<file path="config.mk">
export PLATFORM = sky130hd
export DESIGN_NAME = uart_tx_core
export DESIGN_NICKNAME = d
export VERILOG_FILES = /design/src/rtl/uart_tx_pkg.sv /design/src/rtl/uart_tx_hold.sv /design/src/rtl/uart_tx_framer.sv /design/src/rtl/uart_tx_shifter.sv /design/src/rtl/uart_tx_core.sv
export SDC_FILE = /design/constraint.sdc
export NUM_CORES = 1
export LEC_CHECK = 0
export CORE_MARGIN = 1
export CORE_UTILIZATION = 40
export DETAILED_ROUTE_END_ITERATION = 6
export DONT_BUFFER_PORTS = 1
export PLACE_DENSITY = 0.64
export REMOVE_ABC_BUFFERS = 1
export SLEW_MARGIN = 0
export SYNTH_ARGS = -nofsm -noshare
export SYNTH_HDL_FRONTEND = slang
export SYNTH_SLANG_ARGS = --single-unit
</file>
<file path="constraint.sdc">
create_clock -name clk_i -period 1.9 [get_ports clk_i]
set_input_delay 0.285 -clock clk_i [delete_from_list [all_inputs] [get_ports clk_i]]
set_output_delay 0.285 -clock clk_i [all_outputs]
set_load 0.005 [all_outputs]
</file>
<file path="src/rtl/uart_tx_pkg.sv">
package uart_tx_pkg;
  localparam int MIN_WORD = 5;

  typedef struct packed {
    logic       par_even;
    logic       par_en;
    logic       stop_long;
    logic [1:0] word_len;
  } tx_cfg_t;
endpackage

</file>
<file path="src/rtl/uart_tx_hold.sv">
module uart_tx_hold #(
  parameter int DATA_W = 8
) (
  input  logic              clk_i,
  input  logic              rst_ni,
  input  logic              wr_i,
  input  logic [DATA_W-1:0] wr_data_i,
  input  logic              load_i,
  output logic [DATA_W-1:0] data_o,
  output logic              full_o
);
  logic [DATA_W-1:0] data_q;
  logic              full_q;

  // a write on a load cycle: shifter takes the old value, new one stays pending
  always_ff @(posedge clk_i or negedge rst_ni) begin
    if (!rst_ni) begin
      data_q <= '0;
      full_q <= 1'b0;
    end else begin
      if (wr_i) data_q <= wr_data_i;
      if (wr_i)        full_q <= 1'b1;
      else if (load_i) full_q <= 1'b0;
    end
  end

  assign data_o = data_q;
  assign full_o = full_q;

  p_wr_sets_full_r2: assert property (@(posedge clk_i) disable iff (!rst_ni)
    wr_i |=> full_o);
  p_load_needs_full_r8: assert property (@(posedge clk_i) disable iff (!rst_ni)
    load_i |-> full_o);
  p_overwrite_r9: assert property (@(posedge clk_i) disable iff (!rst_ni)
    wr_i |=> (data_o == $past(wr_data_i)));
endmodule

</file>
<file path="src/rtl/uart_tx_framer.sv">
module uart_tx_framer
  import uart_tx_pkg::*;
#(
  parameter int DATA_W  = 8,
  parameter int FRAME_W = DATA_W + 4,
  parameter int CNT_W   = $clog2(FRAME_W + 1)
) (
  input  logic [DATA_W-1:0]  data_i,
  input  tx_cfg_t            cfg_i,
  output logic [FRAME_W-1:0] frame_o,
  output logic [CNT_W-1:0]   nbits_o,
  output logic               half_stop_o
);
  int                nb;
  logic [DATA_W-1:0] mask;
  logic              par_bit;

  always_comb begin
    nb = MIN_WORD + int'(cfg_i.word_len);
    for (int i = 0; i < DATA_W; i++) mask[i] = (i < nb);
    par_bit = ^(data_i & mask);
    if (!cfg_i.par_even) par_bit = ~par_bit;

    frame_o    = '1;
    frame_o[0] = 1'b0;
    for (int i = 0; i < DATA_W; i++)
      if (i < nb) frame_o[i+1] = data_i[i];
    for (int p = 1; p < FRAME_W; p++)
      if (cfg_i.par_en && p == nb + 1) frame_o[p] = par_bit;

    nbits_o = CNT_W'(1 + nb + (cfg_i.par_en ? 1 : 0) + (cfg_i.stop_long ? 2 : 1));
    half_stop_o = cfg_i.stop_long && (cfg_i.word_len == 2'd0);
  end
endmodule

</file>
<file path="src/rtl/uart_tx_shifter.sv">
module uart_tx_shifter #(
  parameter int FRAME_W = 12,
  parameter int CNT_W   = $clog2(FRAME_W + 1),
  parameter int OVS     = 16
) (
  input  logic               clk_i,
  input  logic               rst_ni,
  input  logic               tick_i,
  input  logic               pend_i,
  input  logic [FRAME_W-1:0] frame_i,
  input  logic [CNT_W-1:0]   nbits_i,
  input  logic               half_i,
  output logic               load_o,
  output logic               busy_o,
  output logic               txd_o
);
  localparam int SUB_W = $clog2(OVS);
  localparam logic [SUB_W-1:0] BIT_END  = SUB_W'(OVS - 1);
  localparam logic [SUB_W-1:0] HALF_END = SUB_W'(OVS / 2 - 1);

  logic [FRAME_W-1:0] sh_q;
  logic [CNT_W-1:0]   left_q;
  logic [SUB_W-1:0]   sub_q;
  logic               busy_q, half_q;
  logic               last_bit, bit_end, ready;

  assign last_bit = (left_q == CNT_W'(1));
  assign bit_end  = busy_q && tick_i && (sub_q == ((last_bit && half_q) ? HALF_END : BIT_END));
  assign ready    = !busy_q || (bit_end && last_bit);
  assign load_o   = tick_i && pend_i && ready;

  always_ff @(posedge clk_i or negedge rst_ni) begin
    if (!rst_ni) begin
      sh_q   <= '1;
      left_q <= '0;
      sub_q  <= '0;
      busy_q <= 1'b0;
      half_q <= 1'b0;
    end else if (load_o) begin
      sh_q   <= frame_i;
      left_q <= nbits_i;
      sub_q  <= '0;
      busy_q <= 1'b1;
      half_q <= half_i;
    end else if (busy_q && tick_i) begin
      if (bit_end) begin
        sub_q <= '0;
        if (last_bit) begin
          busy_q <= 1'b0;
        end else begin
          sh_q   <= {1'b1, sh_q[FRAME_W-1:1]};
          left_q <= left_q - CNT_W'(1);
        end
      end else begin
        sub_q <= sub_q + SUB_W'(1);
      end
    end
  end

  assign busy_o = busy_q;
  assign txd_o  = busy_q ? sh_q[0] : 1'b1;

  p_start_low_r3: assert property (@(posedge clk_i) disable iff (!rst_ni)
    load_o |=> !txd_o);
  p_stop_high_r6: assert property (@(posedge clk_i) disable iff (!rst_ni)
    (busy_q && last_bit) |-> txd_o);
  p_txd_gated_r11: assert property (@(posedge clk_i) disable iff (!rst_ni)
    !tick_i |=> $stable(txd_o));
endmodule

</file>
<file path="src/rtl/uart_tx_core.sv">
module uart_tx_core
  import uart_tx_pkg::*;
#(
  parameter int DATA_W = 8,
  parameter int OVS    = 16
) (
  input  logic              clk_i,
  input  logic              rst_ni,
  input  logic              tick_i,
  input  logic              wr_i,
  input  logic [DATA_W-1:0] wr_data_i,
  input  logic [1:0]        word_len_i,
  input  logic              stop_long_i,
  input  logic              par_en_i,
  input  logic              par_even_i,
  output logic              txd_o,
  output logic              thre_o,
  output logic              temt_o
);
  localparam int FRAME_W = DATA_W + 4;
  localparam int CNT_W   = $clog2(FRAME_W + 1);

  tx_cfg_t            cfg;
  logic [DATA_W-1:0]  hold_data;
  logic               hold_full, load, busy, half_stop;
  logic [FRAME_W-1:0] frame;
  logic [CNT_W-1:0]   nbits;

  assign cfg = '{par_even: par_even_i, par_en: par_en_i, stop_long: stop_long_i,
                 word_len: word_len_i};

  uart_tx_hold #(.DATA_W(DATA_W)) u_hold (
    .clk_i, .rst_ni, .wr_i, .wr_data_i,
    .load_i (load),
    .data_o (hold_data),
    .full_o (hold_full)
  );

  uart_tx_framer #(.DATA_W(DATA_W), .FRAME_W(FRAME_W), .CNT_W(CNT_W)) u_framer (
    .data_i      (hold_data),
    .cfg_i       (cfg),
    .frame_o     (frame),
    .nbits_o     (nbits),
    .half_stop_o (half_stop)
  );

  uart_tx_shifter #(.FRAME_W(FRAME_W), .CNT_W(CNT_W), .OVS(OVS)) u_shift (
    .clk_i, .rst_ni, .tick_i,
    .pend_i  (hold_full),
    .frame_i (frame),
    .nbits_i (nbits),
    .half_i  (half_stop),
    .load_o  (load),
    .busy_o  (busy),
    .txd_o   (txd_o)
  );

  assign thre_o = !hold_full;
  assign temt_o = !hold_full && !busy;

  p_idle_line_r1: assert property (@(posedge clk_i) disable iff (!rst_ni)
    temt_o |-> txd_o);
  p_wr_clears_thre_r2: assert property (@(posedge clk_i) disable iff (!rst_ni)
    wr_i |=> (!thre_o && !temt_o));
  p_load_frees_hold_r3: assert property (@(posedge clk_i) disable iff (!rst_ni)
    (load && !wr_i) |=> (thre_o && !temt_o));
  p_temt_implies_thre_r7: assert property (@(posedge clk_i) disable iff (!rst_ni)
    temt_o |-> thre_o);
endmodule

</file>
==> impl_results.rst, run 1 <==
.. list-table::
   :header-rows: 1

   * - Metric
     - Value
   * - Outcome
     - finished with violations
   * - Failing checks
     - setup timing
   * - Top cells by area, synth
     - dfrtp_1, dfstp_2, ha_1
   * - # diodes
     - 0
   * - Synth Flop Type
     - dfrtp_1
   * - Net switching power
     - 0.001138 W
   * - Unrepaired setup endpoints after global routing
     - true
   * - Gate power share
     - approximately 45%
   * - Synth-to-Final Area Change
     - 30.52%
   * - Net switching share of the total power
     - 34.63%
   * - Starting density of the core
     - between 40% and 50%
   * - Root buffer selected by CTS
     - clkbuf_8
   * - Worst setup EP type
     - register
   * - H-tree levels
     - 2
   * - Post-route insts no fill
     - approximately 300
   * - Hold WC Path Type
     - in -> reg
   * - Gate count of the mapped netlist
     - about 200
   * - Worst slew margin relative to its limit
     - 63.90%
   * - Peak fanout along the critical path
     - 5
   * - Transition time at the pin with the least slew margin
     - 0.5377 ns
   * - Total placed cells including tap cells
     - about 290
   * - Syn Std Cell Area
     - 0.001988 sq mm
   * - Critical path class
     - reg -> reg
   * - Area of the die
     - 0.005256 sq mm
   * - Number of port buffers
     - 0
   * - #FFs+latches synth
     - 31
   * - Core Region
     - about 0.0048 sq mm
   * - Via/cell ratio
     - 5.399
   * - TritonCTS Sinks
     - 31
   * - Top cells by count, synth
     - dfrtp_1, inv_1, nand2_1, ha_1, dfstp_2
   * - Number of failing hold endpoints at the final stage
     - 0
   * - Shortest clock period the worst path allows after layout
     - roughly 2 ns
   * - Routed wire length per instance
     - 15.58 um
   * - Antenna violations before repair
     - 0
   * - Timing-limited maximum frequency
     - a little under 500 MHz
   * - Top-area cell type share of the netlist area
     - 23.91%
   * - Power share of the clock group
     - 19.3%
   * - Global placement routability congestion
     - 0.9108
   * - Global-route total usage across every layer
     - 20.08%
   * - Total detailed-routing wirelength
     - between 4 and 5 mm
   * - Sort of element at the start of the critical path
     - register
   * - Post-route fraction of the period consumed by the critical path
     - 107.1%
   * - Core occupancy in the finished layout
     - 54.58%
   * - Detailed Route Iter0 Violations
     - 68
   * - Data required time at the worst endpoint
     - 2.14 ns
   * - # nets final
     - 270
   * - Row cnt
     - 25
   * - Library cell occupying the most area in the post-synthesis netlist
     - dfrtp_1
   * - Pwr per Cell Area
     - 1266 mW/mm^2
   * - Clock slew at the register clock pins of the worst setup and hold paths
     - 0.07 ns
   * - YS warnings
     - 0
   * - Area of all placed cells without fillers
     - 0.002595 sq mm
   * - Leakage component of the power
     - 1.177 nW
   * - Number of clock buffers inserted by TritonCTS
     - 5
   * - Proportion of layout cells with a drive suffix above 1
     - between 40 and 50%
   * - Cell with the most instances after synthesis
     - dfrtp_1
   * - Clock latency at the later pin of the worst-skew pair
     - 0.29 ns
   * - Async set-or-reset flop fraction in the synthesized netlist
     - 100.0%
   * - Data arrival time of the critical path
     - 2.27 ns
   * - Mean instance size in the synthesized netlist
     - 10.20 sq um
   * - Wire length of the first global-routing pass
     - between 7 and 8 mm
   * - Number of enable flip-flop cells after synthesis
     - 0
   * - Total congestion overflow after global routing
     - 0
   * - Design internal power
     - 0.002147 W
   * - Sequential cell area fraction in the yosys report
     - around two fifths
   * - Instance area at placement
     - between 0.002 and 0.0025 sq mm
   * - IR drop worst, VDD
     - 733.1 uV
   * - Proportion of power drawn by flip-flops and latches
     - between 30% and 40%
   * - Count of cell types in the netlist
     - 48
   * - Max-slew violations
     - 0
   * - Max-cap violation count
     - 0
   * - Number of global-route vias before repair
     - 1622
   * - Largest net degree at the start of global routing
     - 32
   * - Height of the die
     - around 73 um
   * - Number of design rule violations left after detail routing
     - 0
   * - Detailed-router iteration count before antenna repair
     - 4
   * - TritonCTS clock tree
     - built
   * - Die width
     - 72.50 um
   * - Setup-violating endpoint count in the final report
     - 15
   * - Filler cells
     - ~450
   * - Clock skew
     - 0.005330 ns
   * - I/O pin total
     - 20
   * - Post-layout worst setup margin
     - -0.1349 ns
   * - Hpwl dp
     - 3.286 mm
   * - Maximum clock insertion buffer count
     - 2
   * - Number of nets still failing antenna checks after routing
     - 0
   * - Total number of vias
     - ~1700
-- area by class of cell --
| type | instances | area [sq um] | share of cell area (%) |
|---|---|---|---|
| repair buffers | 44 | 364.1 | 14.03 |
| inverters | 16 | 60.06 | 2.314 |
| clock inverters | 1 | 5.005 | 0.1929 |
| multi-input cells | 140 | 1184 | 45.61 |
| flip-flops and latches | 31 | 790.8 | 30.47 |
| clock buffers | 7 | 107.6 | 4.147 |
| well taps | 67 | 83.83 | 3.230 |
-- power by group through the flow --
stage	clock network, W	registers, W	logic, W
2_1_floorplan	0	0.00114	0.000757
3_3_place_gp	0	0.00117	0.00117
3_5_place_dp	0	0.00117	0.00121
4_1_cts	0.000651	0.00118	0.00142
5_1_grt	0.000675	0.00121	0.00161
6_report	0.000634	0.00118	0.00147
-- critical path: stages (launching register included) --
cell and delay, ns:
dfrtp_1 0.40, inv_2 0.08, ha_4 0.12, or3b_4 0.40, o31a_4 0.40, a31o_2 0.23, a31oi_2 0.19, a221o_2 0.14
-- per-layer routing --
layer / part of all wire (%) / track usage (%)
met5: 0 / 0
met4: 1.6 / 7.190
met3: 3.9 / 5.000
met2: 49 / 33.33
met1: 46 / 25.40
-- state kept, by name, summed over array words and instances (netlist names) --
name and cells:
u_hold.data_o 8, u_hold.full_o 1, u_shift.busy_o 1, u_shift.half_q 1, u_shift.left_q 4, u_shift.sh_q 12
u_shift.sub_q 4
-- cell families (layout without fill, tap and decap cells) --
group | Yosys count | count (layout) | synth area share, %
compound gates | 51 | 51 | 18.88
xor+xnor | 11 | 11 | 5.538
fa+ha+maj | 15 | 15 | 10.20
buf+inv | 25 | 68 | 6.167
flops | 31 | 31 | 39.77
mux | 10 | 10 | 5.538
simple gates | 52 | 53 | 13.91
-- what timing repair did --
action / 4_1_cts / 5_1_grt
gates cloned: 2 / 0
buffers inserted: 5 / 3
hold buffers: 2 / 0
endpoints found under the setup margin: 18 / 19
resized for setup: 25 / 6
pin swaps: 6 / 2
hold endpoints to repair: 31 / 0
-- path summary, 6_finish.rpt --
check,start,endpoint,slack [ns],depth (start not counted)
worst min-delay path,wr_i,u_hold.data_o[7]$_DFFE_PN0P_,0.08,1
worst max register to register,u_shift.left_q[1]$_DFFE_PN0P_,u_shift.sh_q[8]$_DFFE_PN1P_,-0.13,7
max in group asynchronous,rst_ni,u_shift.sh_q[3]$_DFFE_PN1P_,1.20,2
worst min register to register,u_shift.sh_q[11]$_DFFE_PN1P_,u_shift.sh_q[11]$_DFFE_PN1P_,0.49,2
min in group asynchronous,rst_ni,u_shift.sub_q[1]$_DFFE_PN0P_,0.45,2
worst max-delay path,u_shift.left_q[1]$_DFFE_PN0P_,u_shift.sh_q[8]$_DFFE_PN1P_,-0.13,7
-- layout by cell type (no fill, tap or decap), drive strengths merged, types with 2 or more instances in the layout --
master,instances
a211oi,2
a21o,2
a21oi,8
a221o,11
a311oi,2
a31oi,4
and3,5
buf,43
clkbuf,7
dfrtp,19
dfstp,12
fa,2
ha,13
inv,16
mux2,8
mux2i,2
nand2,14
nand3,5
nand4,4
nor2,9
nor2b,2
nor3,5
nor3b,2
nor4,3
o21ai,11
o31ai,4
xnor2,9
-- through the flow --
stage                     setup slack (ns)  power [W]  setup TNS (ns)  hold slack (ns)
after global placement             -0.2754   0.002344          -2.232        -0.009995
final                              -0.1349   0.003285          -1.031          0.08064
after floorplan                    -0.3431   0.001901          -2.941         -0.01059
after global routing               -0.1638   0.003494          -2.263          0.08164
after CTS                         -0.09080   0.003252         -0.7334          0.07260
after detailed placement           -0.2713   0.002380          -2.982        -0.009897
(Power assumes the default switching activity.)
==> run 2: changes to the inputs <==
--- a/config.mk
+++ b/config.mk
@@ -11,6 +11,7 @@
 export DONT_BUFFER_PORTS = 1
 export PLACE_DENSITY = 0.64
 export REMOVE_ABC_BUFFERS = 1
+export SKIP_LAST_GASP = 1
 export SLEW_MARGIN = 0
 export SYNTH_ARGS = -nofsm -noshare
 export SYNTH_HDL_FRONTEND = slang
==> run 2 against run 1 <==
  * The flow still finishes with violations (setup timing)
  * Cell count down 0.65%
  * Largest cell class unchanged
  * First-iteration DRC count up 12%
  * Sequential power about the same
  * Hold slack about the same
  * Count of clock-buffer cells in the layout unchanged
  * Sequential cell count unchanged
  * Die area unchanged
  * Largest power group unchanged
  * Via count down 1.3%
==> impl_results.rst, run 2 (synthesized netlist as in run 1, its figures left out) <==
.. list-table::
   :header-rows: 1

   * - Metric
     - Value
   * - Total congestion overflow after global routing
     - 0 (unchanged)
   * - Global placement routability congestion
     - 0.9108 (unchanged)
   * - Number of buffers and inverters on the critical path
     - 1 (unchanged)
   * - Largest net degree at the start of global routing
     - 32 (unchanged)
   * - Max-slew violations
     - 0 (unchanged)
   * - Critical path class
     - reg -> reg
   * - Number of failing hold endpoints at the final stage
     - 0 (unchanged)
   * - Shortest clock period the worst path allows after layout
     - 2.037 ns (+0.002012 ns)
   * - Most common cell after layout, fill and taps aside
     - buf_4
   * - Number of clock buffers inserted by TritonCTS
     - 5 (unchanged)
   * - Clock latency at the later pin of the worst-skew pair
     - 0.29 ns (about the same)
   * - Transition time at the pin with the least slew margin
     - 0.5380 ns (+0.0003054 ns)
   * - Leakage component of the power
     - 1.167 nW (-0.89%)
   * - Post-route insts no fill
     - 304 (-0.65%)
   * - TritonCTS Sinks
     - 31 (unchanged)
   * - Family of cells with the greatest summed delay on the critical path
     - compound AO/OA/AOI/OAI gates
   * - Worst slew margin relative to its limit
     - 63.88% (about the same)
   * - Largest register FFs
     - 12 (unchanged)
   * - Detailed Route Iter0 Violations
     - 76 (+12%)
   * - # nets final
     - 268 (-0.74%)
   * - H-tree levels
     - 2 (unchanged)
   * - Commonest non-fill, non-tap cells in the layout
     - buf_4, dfrtp_1, inv_1
   * - Hold WC Path Type
     - in -> reg
   * - Max incr delay on CP
     - 0.40 ns (about the same)
   * - Data arrival time of the critical path
     - 2.28 ns (about the same)
   * - Number of global-route vias before repair
     - 1622 (unchanged)
   * - Peak fanout along the critical path
     - 5 (unchanged)
   * - Cell with the biggest individual delay on the critical path
     - dfrtp_1
   * - Total number of vias
     - 1630 (-1.3%)
   * - Crit path cell chain
     - inv_2 > ha_4 > or3b_4 > o31a_4 > a31o_2 > a31oi_2 > a221o_2
   * - Root buffer selected by CTS
     - clkbuf_8
   * - Total detailed-routing wirelength
     - 4.710 mm (-1.2%)
   * - Worst setup EP type
     - register
   * - Instance area at placement
     - 0.002257 sq mm (unchanged)
   * - Via/cell ratio
     - 5.362 (-0.68%)
   * - Timing-limited maximum frequency
     - 490.9 MHz (about the same)
   * - Clock slew at the register clock pins of the worst setup and hold paths
     - 0.07 ns (about the same)
   * - Core Region
     - 0.004755 sq mm (unchanged)
   * - Max-cap violation count
     - 0 (unchanged)
   * - Failing checks
     - setup timing
   * - Proportion of layout cells with a drive suffix above 1
     - 39.66% (-0.92 points)
   * - Clock skew
     - 0.004625 ns (-0.0007048 ns)
   * - Total design power
     - 0.003258 W (-0.81%)
   * - Routed wire length per instance
     - 15.49 um (-0.59%)
   * - I/O pin total
     - 20 (unchanged)
   * - Post-layout worst setup margin
     - -0.1369 ns (-0.002012 ns)
   * - Top register by number of flip-flops
     - u_shift.sh_q
   * - Data required time at the worst endpoint
     - 2.14 ns (about the same)
   * - Total placed cells including tap cells
     - 286 (unchanged)
   * - Outcome
     - finished with violations
   * - Sort of element at the start of the critical path
     - register
   * - TritonCTS clock tree
     - built
   * - Die width
     - 72.50 um (unchanged)
   * - # diodes
     - 0 (unchanged)
   * - Hpwl dp
     - 3.286 mm (unchanged)
   * - Antenna violations before repair
     - 0 (unchanged)
   * - Starting density of the core
     - 41.82% (unchanged)
   * - Unrepaired setup endpoints after global routing
     - true
   * - Detailed-router iteration count before antenna repair
     - 4 (unchanged)
   * - Number of port buffers
     - 0 (unchanged)
   * - Setup total negative slack
     - -1.007 ns (+0.02399 ns)
   * - Synth-to-Final Area Change
     - 29.45%
   * - Setup-violating endpoint count in the final report
     - 14 (-1)
   * - Number of nets still failing antenna checks after routing
     - 0 (unchanged)
   * - Global-route total usage across every layer
     - 20.08% (unchanged)
   * - Maximum clock insertion buffer count
     - 2 (unchanged)
   * - Filler cells
     - 449 (+0.67%)
   * - Number of design rule violations left after detail routing
     - 0 (unchanged)
   * - Wire length of the first global-routing pass
     - 7.769 mm (unchanged)
   * - Pwr per Cell Area
     - 1266 mW/mm^2 (about the same)
   * - Area of all placed cells without fillers
     - 0.002574 sq mm (-0.82%)
   * - Area of the die
     - 0.005256 sq mm (unchanged)
   * - Row cnt
     - 25 (unchanged)
   * - Height of the die
     - 72.50 um (unchanged)
   * - IR drop worst, VDD
     - 731.4 uV (-0.24%)
   * - Post-route fraction of the period consumed by the critical path
     - 107.2% (about the same)
-- run 2: changes by cell type in the layout (fill, tap and decap cells not counted) --
cell | previous run | this run
buf_6 | 5 | 4
nand2_1 | 13 | 14
nand2_2 | 1 | 0
buf_4 | 37 | 36
-- run 2: power breakdown --
group | switching, W | total, W | internal (W) | leakage [nW]
logic | 0.000662 | 0.00144 | 0.000782 | 0.760
registers | 0.000202 | 0.00118 | 0.000977 | 0.347
clock network | 0.000264 | 0.000635 | 0.000371 | 0.0594
-- run 2: cell type report --
| type | count | area [sq um] | area share [%] |
|---|---|---|---|
| Inverter | 16 | 60.06 | 2.333 |
| Tap cell | 67 | 83.83 | 3.257 |
| Clock buffer | 7 | 107.6 | 4.181 |
| Clock inverter | 1 | 5.005 | 0.1945 |
| Sequential cell | 31 | 790.8 | 30.72 |
| Multi-Input combinational cell | 140 | 1181 | 45.89 |
| Timing Repair Buffer | 42 | 345.3 | 13.42 |
-- run 2: per-layer routing --
metal / GRT usage (%) / up-vias / part of all wire, %
met5: 0 / - / 0
li1: - / 801 / -
met3: 5.000 / 8 / 3.5
met1: 25.40 / 793 / 46
met4: 7.190 / 0 / 1.7
met2: 33.33 / 28 / 49
-- run 2: per-stage QoR --
| stage | utilization [%] | worst slack (ns) | hold slack, ns |
|---|---|---|---|
| final | 54.13 | -0.1369 | 0.08089 |
| after global routing | 54.13 | -0.1638 | 0.08164 |
| after CTS | 53.74 | -0.09080 | 0.07260 |
| after detailed placement | 47.47 | -0.2713 | -0.009897 |
| after global placement | 47.47 | -0.2754 | -0.009995 |
| after floorplan | - | -0.3431 | -0.01059 |
-- run 2: timing repair --
action	4_1_cts	5_1_grt
setup buffers	5	2
pin swaps	5	2
resized for setup	24	5
endpoints found under the hold margin	31	0
hold buffers	2	0
setup endpoints to repair	18	19
gates cloned	2	0
-- run 2: final timing paths --
kind,depth (start not counted),to,from,slack [ns]
setup / recovery,7,u_shift.sh_q[8]$_DFFE_PN1P_,u_shift.left_q[1]$_DFFE_PN0P_,-0.14
hold / removal,1,u_hold.data_o[7]$_DFFE_PN0P_,wr_i,0.08
setup reg to reg,7,u_shift.sh_q[8]$_DFFE_PN1P_,u_shift.left_q[1]$_DFFE_PN0P_,-0.14
hold reg to reg,2,u_shift.sh_q[11]$_DFFE_PN1P_,u_shift.sh_q[11]$_DFFE_PN1P_,0.49
max in group asynchronous,2,u_shift.sh_q[3]$_DFFE_PN1P_,rst_ni,1.20
min in group asynchronous,2,u_shift.sub_q[1]$_DFFE_PN0P_,rst_ni,0.45
